===== config.mk =====
export PLATFORM = sky130hd
export DESIGN_NAME = spi_chunk_master
export DESIGN_NICKNAME = d
export VERILOG_FILES = /design/src/rtl/spi_chunk_pkg.sv /design/src/rtl/spi_chunk_planner.sv /design/src/rtl/spi_word_shifter.sv /design/src/rtl/spi_chunk_master.sv
export SDC_FILE = /design/constraint.sdc
export NUM_CORES = 1
export LEC_CHECK = 0
export ABC_AREA = 1
export BUFFER_PORTS_ARGS = -buffer_cell sky130_fd_sc_hd__buf_2
export CAP_MARGIN = 40
export CORE_MARGIN = 3
export CORE_UTILIZATION = 30
export CTS_CLUSTER_SIZE = 8
export DETAILED_ROUTE_END_ITERATION = 12
export GPL_TIMING_DRIVEN = 0
export MAX_ROUTING_LAYER = met4
export PLACE_DENSITY = 0.45
export SLEW_MARGIN = 30
export SYNTH_ARGS = -nofsm -noshare
export SYNTH_HDL_FRONTEND = slang
export SYNTH_SLANG_ARGS = --single-unit

===== constraint.sdc =====
create_clock -name clk -period 2.91 [get_ports clk]
set_input_delay 0.582 -clock clk [delete_from_list [all_inputs] [get_ports clk]]
set_output_delay 0.582 -clock clk [all_outputs]
set_load 0.02 [all_outputs]

===== src/rtl/spi_chunk_pkg.sv =====
package spi_chunk_pkg;

   localparam int unsigned WORD_BITS  = 32;
   localparam int unsigned CNT_BITS   = 6;
   localparam int unsigned ADDR_FIELD = 21;

   typedef enum logic [2:0] {
      ST_IDLE,
      ST_START,
      ST_HDR,
      ST_PAY,
      ST_RDWAIT,
      ST_NEXT,
      ST_GAP
   } xfer_state_t;

   // command word: direction, count, address, four zero bits
   function automatic logic [WORD_BITS-1:0] make_header(
      input logic                  is_write,
      input logic [CNT_BITS-1:0]   cnt,
      input logic [ADDR_FIELD-1:0] addr
   );
      logic [CNT_BITS-1:0] cfield;
      cfield = is_write ? '0 : cnt;
      return {is_write, cfield, addr, 4'b0000};
   endfunction

endpackage


===== src/rtl/spi_chunk_planner.sv =====
module spi_chunk_planner #(
   parameter int unsigned ADDR_W    = 21,
   parameter int unsigned WORDS_W   = 10,
   parameter int unsigned MAX_WORDS = 64
) (
   input  logic                 clk,
   input  logic                 rst_n,
   input  logic                 load,
   input  logic [ADDR_W-1:0]    load_addr,
   input  logic [WORDS_W-1:0]   load_words,
   input  logic                 advance,
   output logic [ADDR_W-1:0]    cur_addr,
   output logic [$clog2(MAX_WORDS+1)-1:0] chunk_words,
   output logic                 last_chunk
);
   localparam int unsigned CHUNK_W = $clog2(MAX_WORDS + 1);

   logic [ADDR_W-1:0]  addr_q;
   logic [WORDS_W-1:0] rem_q;

   always_ff @(posedge clk or negedge rst_n) begin
      if (!rst_n) begin
         addr_q <= '0;
         rem_q  <= '0;
      end else if (load) begin
         addr_q <= load_addr;
         rem_q  <= load_words;
      end else if (advance) begin
         addr_q <= addr_q + ADDR_W'(chunk_words);
         rem_q  <= rem_q - WORDS_W'(chunk_words);
      end
   end

   always_comb begin
      if (rem_q > WORDS_W'(MAX_WORDS)) begin
         chunk_words = CHUNK_W'(MAX_WORDS);
         last_chunk  = 1'b0;
      end else begin
         chunk_words = rem_q[CHUNK_W-1:0];
         last_chunk  = 1'b1;
      end
   end

   assign cur_addr = addr_q;

endmodule


===== src/rtl/spi_word_shifter.sv =====
module spi_word_shifter #(
   parameter int unsigned HALF_CLKS = 4,
   parameter int unsigned WORD_W    = 32
) (
   input  logic              clk,
   input  logic              rst_n,
   input  logic              start,
   input  logic [WORD_W-1:0] tx_word,
   input  logic              miso,
   output logic              sclk,
   output logic              mosi,
   output logic              done,
   output logic [WORD_W-1:0] rx_word
);
   localparam int unsigned BIT_W = $clog2(WORD_W);

   logic              busy_q;
   logic              phase_q;
   logic [BIT_W-1:0]  bit_q;
   logic [WORD_W-1:0] sr_q;
   logic [WORD_W-1:0] rx_q;
   logic              done_q;
   logic              half_tick;

   generate
      if (HALF_CLKS == 1) begin : g_nodiv
         assign half_tick = busy_q;
      end else begin : g_div
         localparam int unsigned DIV_W = $clog2(HALF_CLKS);
         logic [DIV_W-1:0] div_q;
         always_ff @(posedge clk or negedge rst_n) begin
            if (!rst_n)
               div_q <= '0;
            else if (start || !busy_q || half_tick)
               div_q <= '0;
            else
               div_q <= div_q + 1'b1;
         end
         assign half_tick = busy_q && (div_q == DIV_W'(HALF_CLKS - 1));
      end
   endgenerate

   always_ff @(posedge clk or negedge rst_n) begin
      if (!rst_n) begin
         busy_q  <= 1'b0;
         phase_q <= 1'b0;
         bit_q   <= '0;
         sr_q    <= '0;
         rx_q    <= '0;
         done_q  <= 1'b0;
      end else begin
         done_q <= 1'b0;
         if (start && !busy_q) begin
            sr_q    <= tx_word;
            busy_q  <= 1'b1;
            phase_q <= 1'b0;
            bit_q   <= '0;
         end else if (half_tick) begin
            if (!phase_q) begin
               phase_q <= 1'b1;
               rx_q    <= {rx_q[WORD_W-2:0], miso};
            end else begin
               phase_q <= 1'b0;
               sr_q    <= {sr_q[WORD_W-2:0], 1'b0};
               if (bit_q == BIT_W'(WORD_W - 1)) begin
                  busy_q <= 1'b0;
                  done_q <= 1'b1;
               end else begin
                  bit_q <= bit_q + 1'b1;
               end
            end
         end
      end
   end

   assign sclk    = busy_q & phase_q;
   assign mosi    = sr_q[WORD_W-1];
   assign done    = done_q;
   assign rx_word = rx_q;

endmodule


===== src/rtl/spi_chunk_master.sv =====
module spi_chunk_master
   import spi_chunk_pkg::*;
#(
   parameter int unsigned ADDR_W    = 21,
   parameter int unsigned LEN_W     = 12,
   parameter int unsigned MAX_WORDS = 64,
   parameter int unsigned HALF_CLKS = 4,
   parameter int unsigned GAP_SCLKS = 2
) (
   input  logic              clk,
   input  logic              rst_n,
   input  logic              req_valid,
   output logic              req_ready,
   input  logic              req_write,
   input  logic [ADDR_W-1:0] req_addr,
   input  logic [LEN_W-1:0]  req_len,
   input  logic [31:0]       wr_data,
   output logic              wr_pop,
   output logic [31:0]       rd_data,
   output logic              rd_valid,
   input  logic              rd_ready,
   output logic              sclk,
   output logic              mosi,
   output logic              cs_n,
   input  logic              miso,
   output logic              ts_strobe,
   output logic              done,
   output logic              err
);
   localparam int unsigned WORDS_W  = LEN_W - 2;
   localparam int unsigned CHUNK_W  = $clog2(MAX_WORDS + 1);
   localparam int unsigned GAP_CLKS = 2 * HALF_CLKS * GAP_SCLKS;
   localparam int unsigned GAP_W    = $clog2(GAP_CLKS + 1);

   generate
      if (HALF_CLKS < 1) begin : g_bad_half
         $error("HALF_CLKS must be at least 1");
      end
      if (GAP_SCLKS < 1) begin : g_bad_gap
         $error("GAP_SCLKS must be at least 1");
      end
      if (MAX_WORDS < 1 || MAX_WORDS > 64) begin : g_bad_max
         $error("MAX_WORDS must lie in 1..64");
      end
      if (ADDR_W > ADDR_FIELD) begin : g_bad_addr
         $error("ADDR_W exceeds the command address field");
      end
      if (WORDS_W < CHUNK_W) begin : g_bad_len
         $error("LEN_W too small for one full frame");
      end
   endgenerate

   xfer_state_t         state_q;
   logic                is_wr_q;
   logic [CHUNK_W-1:0]  idx_q;
   logic [GAP_W-1:0]    gap_q;
   logic                cs_n_q;
   logic [31:0]         rd_data_q;
   logic                rd_valid_q;
   logic                ts_q;
   logic                done_q;
   logic                err_q;

   logic [ADDR_W-1:0]   cur_addr;
   logic [CHUNK_W-1:0]  chunk_words;
   logic                last_chunk;
   logic                pl_load;
   logic                pl_adv;

   logic                sh_start;
   logic [31:0]         sh_word;
   logic                sh_done;
   logic [31:0]         sh_rx;

   logic                bad_len;
   logic                last_word;
   logic                pop_c;
   logic [31:0]         header_word;

   spi_chunk_planner #(
      .ADDR_W    (ADDR_W),
      .WORDS_W   (WORDS_W),
      .MAX_WORDS (MAX_WORDS)
   ) u_plan (
      .clk         (clk),
      .rst_n       (rst_n),
      .load        (pl_load),
      .load_addr   (req_addr),
      .load_words  (req_len[LEN_W-1:2]),
      .advance     (pl_adv),
      .cur_addr    (cur_addr),
      .chunk_words (chunk_words),
      .last_chunk  (last_chunk)
   );

   spi_word_shifter #(
      .HALF_CLKS (HALF_CLKS),
      .WORD_W    (WORD_BITS)
   ) u_shift (
      .clk     (clk),
      .rst_n   (rst_n),
      .start   (sh_start),
      .tx_word (sh_word),
      .miso    (miso),
      .sclk    (sclk),
      .mosi    (mosi),
      .done    (sh_done),
      .rx_word (sh_rx)
   );

   assign bad_len     = (req_len[1:0] != 2'b00) || (req_len == '0);
   assign last_word   = ((idx_q + 1'b1) == chunk_words);
   assign header_word = make_header(is_wr_q, CNT_BITS'(chunk_words),
                                    ADDR_FIELD'(cur_addr));

   always_comb begin
      sh_start = 1'b0;
      sh_word  = header_word;
      pop_c    = 1'b0;
      pl_load  = 1'b0;
      pl_adv   = 1'b0;
      case (state_q)
         ST_IDLE:  pl_load = req_valid && !bad_len;
         ST_START: sh_start = 1'b1;
         ST_HDR: begin
            if (sh_done) begin
               sh_start = 1'b1;
               sh_word  = is_wr_q ? wr_data : '0;
               pop_c    = is_wr_q;
            end
         end
         ST_NEXT: begin
            if (!last_word) begin
               sh_start = 1'b1;
               sh_word  = is_wr_q ? wr_data : '0;
               pop_c    = is_wr_q;
            end else if (!last_chunk) begin
               pl_adv = 1'b1;
            end
         end
         default: ;
      endcase
   end

   always_ff @(posedge clk or negedge rst_n) begin
      if (!rst_n) begin
         state_q    <= ST_IDLE;
         is_wr_q    <= 1'b0;
         idx_q      <= '0;
         gap_q      <= '0;
         cs_n_q     <= 1'b1;
         rd_data_q  <= '0;
         rd_valid_q <= 1'b0;
         ts_q       <= 1'b0;
         done_q     <= 1'b0;
         err_q      <= 1'b0;
      end else begin
         ts_q   <= 1'b0;
         done_q <= 1'b0;
         err_q  <= 1'b0;
         case (state_q)
            ST_IDLE: begin
               if (req_valid) begin
                  if (bad_len) begin
                     err_q <= 1'b1;
                  end else begin
                     is_wr_q <= req_write;
                     state_q <= ST_START;
                  end
               end
            end
            ST_START: begin
               cs_n_q  <= 1'b0;
               state_q <= ST_HDR;
            end
            ST_HDR: begin
               if (sh_done) begin
                  idx_q   <= '0;
                  state_q <= ST_PAY;
                  if (!is_wr_q) ts_q <= 1'b1;
               end
            end
            ST_PAY: begin
               if (sh_done) begin
                  if (is_wr_q) begin
                     state_q <= ST_NEXT;
                     if (last_word) ts_q <= 1'b1;
                  end else begin
                     rd_data_q  <= sh_rx;
                     rd_valid_q <= 1'b1;
                     state_q    <= ST_RDWAIT;
                  end
               end
            end
            ST_RDWAIT: begin
               if (rd_ready) begin
                  rd_valid_q <= 1'b0;
                  state_q    <= ST_NEXT;
               end
            end
            ST_NEXT: begin
               if (!last_word) begin
                  idx_q   <= idx_q + 1'b1;
                  state_q <= ST_PAY;
               end else begin
                  cs_n_q <= 1'b1;
                  if (last_chunk) begin
                     done_q  <= 1'b1;
                     state_q <= ST_IDLE;
                  end else begin
                     gap_q   <= '0;
                     state_q <= ST_GAP;
                  end
               end
            end
            ST_GAP: begin
               if (gap_q == GAP_W'(GAP_CLKS - 1))
                  state_q <= ST_START;
               else
                  gap_q <= gap_q + 1'b1;
            end
            default: state_q <= ST_IDLE;
         endcase
      end
   end

   assign req_ready = (state_q == ST_IDLE);
   assign wr_pop    = pop_c;
   assign rd_data   = rd_data_q;
   assign rd_valid  = rd_valid_q;
   assign cs_n      = cs_n_q;
   assign ts_strobe = ts_q;
   assign done      = done_q;
   assign err       = err_q;

endmodule


# == Word-level counts from Yosys, hierarchy flattened ==
# Cells that the tools add are included.
# op_classes
addsub,6
multipliers,0
n_div,0
magnitude_cmp,1
eq_ne,22
n_shift,0
mux,74
bitwise,5
n_reduce_logical,30
# ops
cell,n
$mux 32,6
$pmux 32 s2,1
$mux 21,2
$mux 1,35
$mux 5,7
$mux 3,8
$add 21x7->21,1
$mux 7,3
$pmux 3 s7,1
$mux 10,2
$ne 2x2->1 const B,9
$reduce_and 3->1,6
$reduce_bool 2->1,9
$pmux 7 s2,1
$logic_not 12->1,1
$add 5x1->5 const B,2
$gt 10x7->1 const B,1
$pmux 5 s2,1
$sub 10x7->10,1
$eq 3x3->1 const B,3
$pmux 1 s2,4
$reduce_and 4->1,2
$add 7x1->7 const B,1
$eq 7x7->1,1
other kinds (18),30
# totals
regBits,158
latchBits,0
mem_bits_rw,0
romBits,0
in_bits,71
output_inout_bits,41
elab_cells,157
memories,0

# == Longest topological paths before layout ==
# logic_depth
ltp_word,8
mapped_depth,20
depth_no_buf,19

# == Cells and area by module ==
# A second synthesis with hierarchy kept.
# unflattened
cells_unflattened,1140
area_unflattened_um2,8952.3
# modules_own_cells
module,n_inst,cells_each,area_each_um2,seq_area_each_um2
spi_chunk_master,1,509,3440.8,1327.5
spi_word_shifter,1,349,3285.7,1851.8
spi_chunk_planner,1,282,2225.9,775.7

# == Worst setup path after synthesis ==
# Ideal clock, no wire load.
# synth_timing
path_kind,register to register
from,register u_plan.rem_q[1]
to,"register u_plan.addr_q[16], in the netlist u_plan.cur_addr[16]"
setup_time_ps,124
t_arrival_ps,2413
required_ps,2786
setup_slack_ps,373
stages_incl_launch_ff,18
path_buffers,1
synth_period_minus_slack_ps,2537
cell_sequence,dfrtp_1 -> nor2_1 -> nand3_2 -> nand2_1 -> buf_6 -> nand3_2 -> inv_1 -> ha_1 -> inv_1 -> fa_1 -> nor2_1 -> nand2_1 -> nand2_1 -> nand2_1 -> o21ai_0 -> nand2_1 -> o21ai_0 -> o21bai_1
# synth_via
elab_chain_cells,6
elab_cells_between_ends,10
cone_classes,add/sub (1); order compare (1); eq/ne (1); mux (6); reduce/logical (1)
# synth_rtl
element,line_no,text
start: declaration,spi_chunk_planner.sv:19,logic [WORDS_W-1:0] rem_q;
start signal: assignment,spi_chunk_planner.sv:27,rem_q <= load_words;
start signal: assignment,spi_chunk_planner.sv:30,rem_q <= rem_q - WORDS_W'(chunk_words);
"parallel branches: the longest is 6 deep, another holds $add 21x7->21",--,
end signal: assignment,spi_chunk_planner.sv:26,addr_q <= load_addr;
end signal: assignment,spi_chunk_planner.sv:29,addr_q <= addr_q + ADDR_W'(chunk_words);
end: declaration,spi_chunk_planner.sv:18,logic [ADDR_W-1:0] addr_q;
# Parallel ways; which one is timed is not known. The select of a mux whose other input is x is not followed.
# A chain may end at the register's enable or synchronous reset.

# == Final worst setup path ==
# layout_timing
from,register u_plan.rem_q[1]
to,output wr_pop
# layout_via
elab_chain_cells,5
# layout_rtl
element,line_no,text
$gt 10x7->1,spi_chunk_planner.sv:35,if (rem_q > WORDS_W'(MAX_WORDS)) begin
$mux 7 *,spi_chunk_planner.sv:35,
$eq 7x7->1 *,spi_chunk_master.sv:112,assign last_word = ((idx_q + 1'b1) == chunk_words);
$mux 1 *,spi_chunk_master.sv:133,if (!last_word) begin
$pmux 1 s2 *,spi_chunk_master.sv:122,case (state_q)
end: declaration,spi_chunk_master.sv:18,"output logic wr_pop,"
# Every way passes the cells marked *; elsewhere a longest branch is shown, timed or not.

==> qor.csv <==
stage,metric,value,unit
outcome,status,"finished, final reports clean",
yosys,yosysWarningCount,0,
yosys,synth-edff-count,0,
clock_network,cts_buffer_depth,2,
sta,min_period,2870,ps
die,core-area,0.0279,sq mm
grt,grt_max_degree,78,
route,postRouteAntennaNets,0,
min_path,min_path_type,in2reg,
final_layout,nNetsFinal,1376,
sta,finalSetupViolCount,0,
clock_network,cts_buffers,17,
yosys,synth_top_cell_by_area,dfrtp_1,
yosys,avgSynthCellArea,7.63,sq um
clock_network,ctsHtreeMaxLevel,4,
sta,rsz0062_at_grt,yes,
critical_path,max_stage_delay,440,ps
route,wirelength,27400,microns
critical_path,critPathTopFamily,simple AND/OR/NAND/NOR gates,
yosys,synthArstFlopShare,100,%
critical_path,path_cells,nor2_2 > nand3_2 > nand2_4 > buf_8 > nand3_4 > inv_2 > nand2_1 > nand2_2 > nor2_4 > nand3_4 > nand2_4 > nor2_4 > buf_6,
critical_path,critPathBufInv,3,
clock_network,cts_tree,done,
flow_run,max_cap_viol_count,0,
sta,fmax,0.349,GHz
die,die_area,0.0306,sq mm
yosys,yosysSeqAreaShare,46.2,%
final_layout,stdcell_area,0.0108,sq mm
die,fp.dieH,175,microns
final_layout,final_layout_size_suffix_gt1_share,20.4,%
yosys,synthesis.area,0.00856,sq mm
critical_path,worstSetupPathType,reg2out,
power_and_ir_drop,peakVddDrop,498,uV
critical_path,arrival,2290,ps
power_and_ir_drop,powerDensity,834,mW/mm^2
route,firstDrtPassIters,7,
grt,grt-ovfl-total,0,
die,ios,112,
sta,worst_slack,40.9,ps
clock_network,cts.root.buffer_cell,clkbuf_16,
final_layout,areaGrowthSynthToFinish,25.7,%
power_and_ir_drop,p_clk_share,26.0,%
clock_network,cts.sinks,158,
grt,grt_pass1_wl,42900,microns
clock_network,clk_latency,440,ps
sta,worstMarginPinSlew,829,ps
yosys,ys_ff_latch,158,
power_and_ir_drop,p_sw_share,41.7,%
grt,grt_antenna_before_repair,0,
die,die-width,175,microns
sta,hold_violations,0,
power_and_ir_drop,intPower,5.23,mW
sta,max_slew_margin,44.5,%
critical_path,start_kind,flip-flop,
die,row_count,61,
yosys,ys_types,41,
power_and_ir_drop,p_sw,3.74,mW
final_layout,antenna_cells,0,
yosys,synth_nets,1206,
yosys,synth_cells,1121,
route,drc,0,
grt,track_usage,18.4,%
critical_path,cp.required,2330,ps
yosys,synth.area.top_cells,"dfrtp_1, nand2_1, o21ai_0, nand3_1, inv_1",
die,initial_core_util,30.6,%
placement,gp_congestion,0.856,
critical_path,cp_slowest_cell,dfrtp_2,
critical_path,critPathCaptureType,output port,
sta,slew_violations,0,
power_and_ir_drop,leakage,5.16,nW
sta,fin_crit_sh,98.6,%
sta,finalClockSkew,23.4,ps
placement,place_ws,-359,ps
route,post_drt_wl_per_cell,16.3,microns
route,viasPerCell,4.72,
clock_network,clk_pin_slew_worst_paths,90,ps
route,initialDrtViolationCount,671,
placement,place.port_buffers,111,
route,dr_total_vias,7934,
placement,hpwl,20400,microns
grt,grt_pass1_vias,7503,
yosys,synthFlopType,dfrtp_1,
critical_path,crit_fanout,5,
placement,post_dp_cell_area,0.00965,sq mm
power_and_ir_drop,comb_power_share,37.3,%
power_and_ir_drop,p_seq_share,36.8,%
yosys,synth_top_cell_area_share,45.9,%
[cell type report]
class                           instances  area, sq um
Multi-Input combinational cell        777         4010
Buffer                                 46          248
Fill cell                            3001        17200
Sequential cell                       158         3960
Clock buffer                           17          425
Clock inverter                         15          188
Tap cell                              378          473
Inverter                              140          531
Timing Repair Buffer                  151          918
[worst register-to-register path: cells and delay by family, from the launching register on]
family / cells / cell delay [ps]
AOI/OAI and AO/OA: 1 / 150
buffers and inverters: 4 / 710
DFF: 1 / 440
and+or+nand+nor: 9 / 1330
[per-layer routing]
| layer | vias up | GRT usage, % | part of all wire, % |
|---|---|---|---|
| met2 | 194 | 26.8 | 44 |
| met4 | 0 | 3.66 | 1.1 |
| met5 | - | - | 0 |
| li1 | 3988 | - | - |
| met3 | 17 | 2.87 | 4.8 |
| met1 | 3735 | 27.3 | 50 |
[power by group through the flow]
stage	registers (mW)	clock network, mW	logic [mW]
finish	3.30	2.33	3.34
global route	3.36	2.49	3.78
CTS	3.28	2.40	2.95
detailed placement	3.32	0	2.87
global placement	3.32	0	2.83
floorplan	3.12	0	2.13
[cells by family (layout without fill, tap and decap cells)]
kind of cell | count (synthesis) | after routing | share of synthesized area, %
and+or+nand+nor | 562 | 562 | 28.9
buffers and inverters | 186 | 369 | 8.83
AOI/OAI and AO/OA | 179 | 179 | 11.6
DFF | 158 | 158 | 46.2
xor gates and xnor gates | 17 | 17 | 1.74
adders and majority gates | 14 | 14 | 2.14
muxes | 4 | 4 | 0.468
other | 1 | 1 | 0.0438
[registers in the layout (all words and copies together), names as in the netlist, 2 cells and up]
register / count
rd_data: 32
u_shift.rx_word: 32
u_shift.sr_q: 32
u_plan.cur_addr: 21
u_plan.rem_q: 10
idx_q: 7
gap_q: 5
u_shift.bit_q: 5
state_q: 3
u_shift.g_div.div_q: 2
[through the flow]
stage | cells | util, % | hold WS (ps) | setup TNS (ps) | total power, mW
detailed placement | 1612 | 34.5 | 453 | -6000 | 6.18
global route | 1682 | 38.5 | 353 | -280 | 9.63
global placement | 1610 | 34.3 | 450 | -253150 | 6.15
floorplan | 1121 | - | 286 | 0 | 5.25
finish | 1682 | 38.5 | 351 | 0 | 8.97
CTS | 1648 | 37.1 | 341 | -55.5 | 8.63
[cells in the final DEF, fill, tap and decap left out, types with 12 or more instances in the layout]
cell type,instances
nand2_1,311
dfrtp_1,150
inv_1,131
buf_2,119
o21ai_0,114
nand3_1,98
nor2_1,62
buf_4,37
clkbuf_1,28
nand4_1,28
clkbuf_16,17
o211ai_1,16
a21oi_1,13
nor3_1,12
o21a_1,12
ha_1,12
[repair_timing]
action	4_1_cts	5_1_grt
pin swaps	2	14
gates resized for setup	16	45
hold buffers	1	0
cloned	0	1
endpoints found under the setup margin	5	18
buffers inserted	3	33
hold endpoints to repair	25	0
[worst paths after layout]
check | depth (start not counted) | end | slack (ps) | from
setup reg to reg | 14 | u_plan.cur_addr[1] | 130 | u_plan.rem_q[1]
hold reg to reg | 1 | u_shift.g_div.div_q[0] | 470 | u_shift.g_div.div_q[0]
setup / recovery | 13 | wr_pop | 40 | u_plan.rem_q[1]
hold / removal | 3 | u_plan.cur_addr[7] | 350 | req_addr[7]
min in group asynchronous | 2 | u_plan.cur_addr[6] | 580 | rst_n
max in group asynchronous | 4 | state_q[2] | 1300 | rst_n
[synth_stat cells (all sizes together), types with 12 or more instances]
cell / n
a21oi: 13
buf: 17
clkbuf: 29
dfrtp: 157
ha: 13
inv: 139
nand2: 329
nand3: 110
nand4: 28
nor2: 72
nor3: 13
o211ai: 16
o21a: 12
o21ai: 127
xor2: 12
Note: power is estimated with default switching activity, not from simulation.
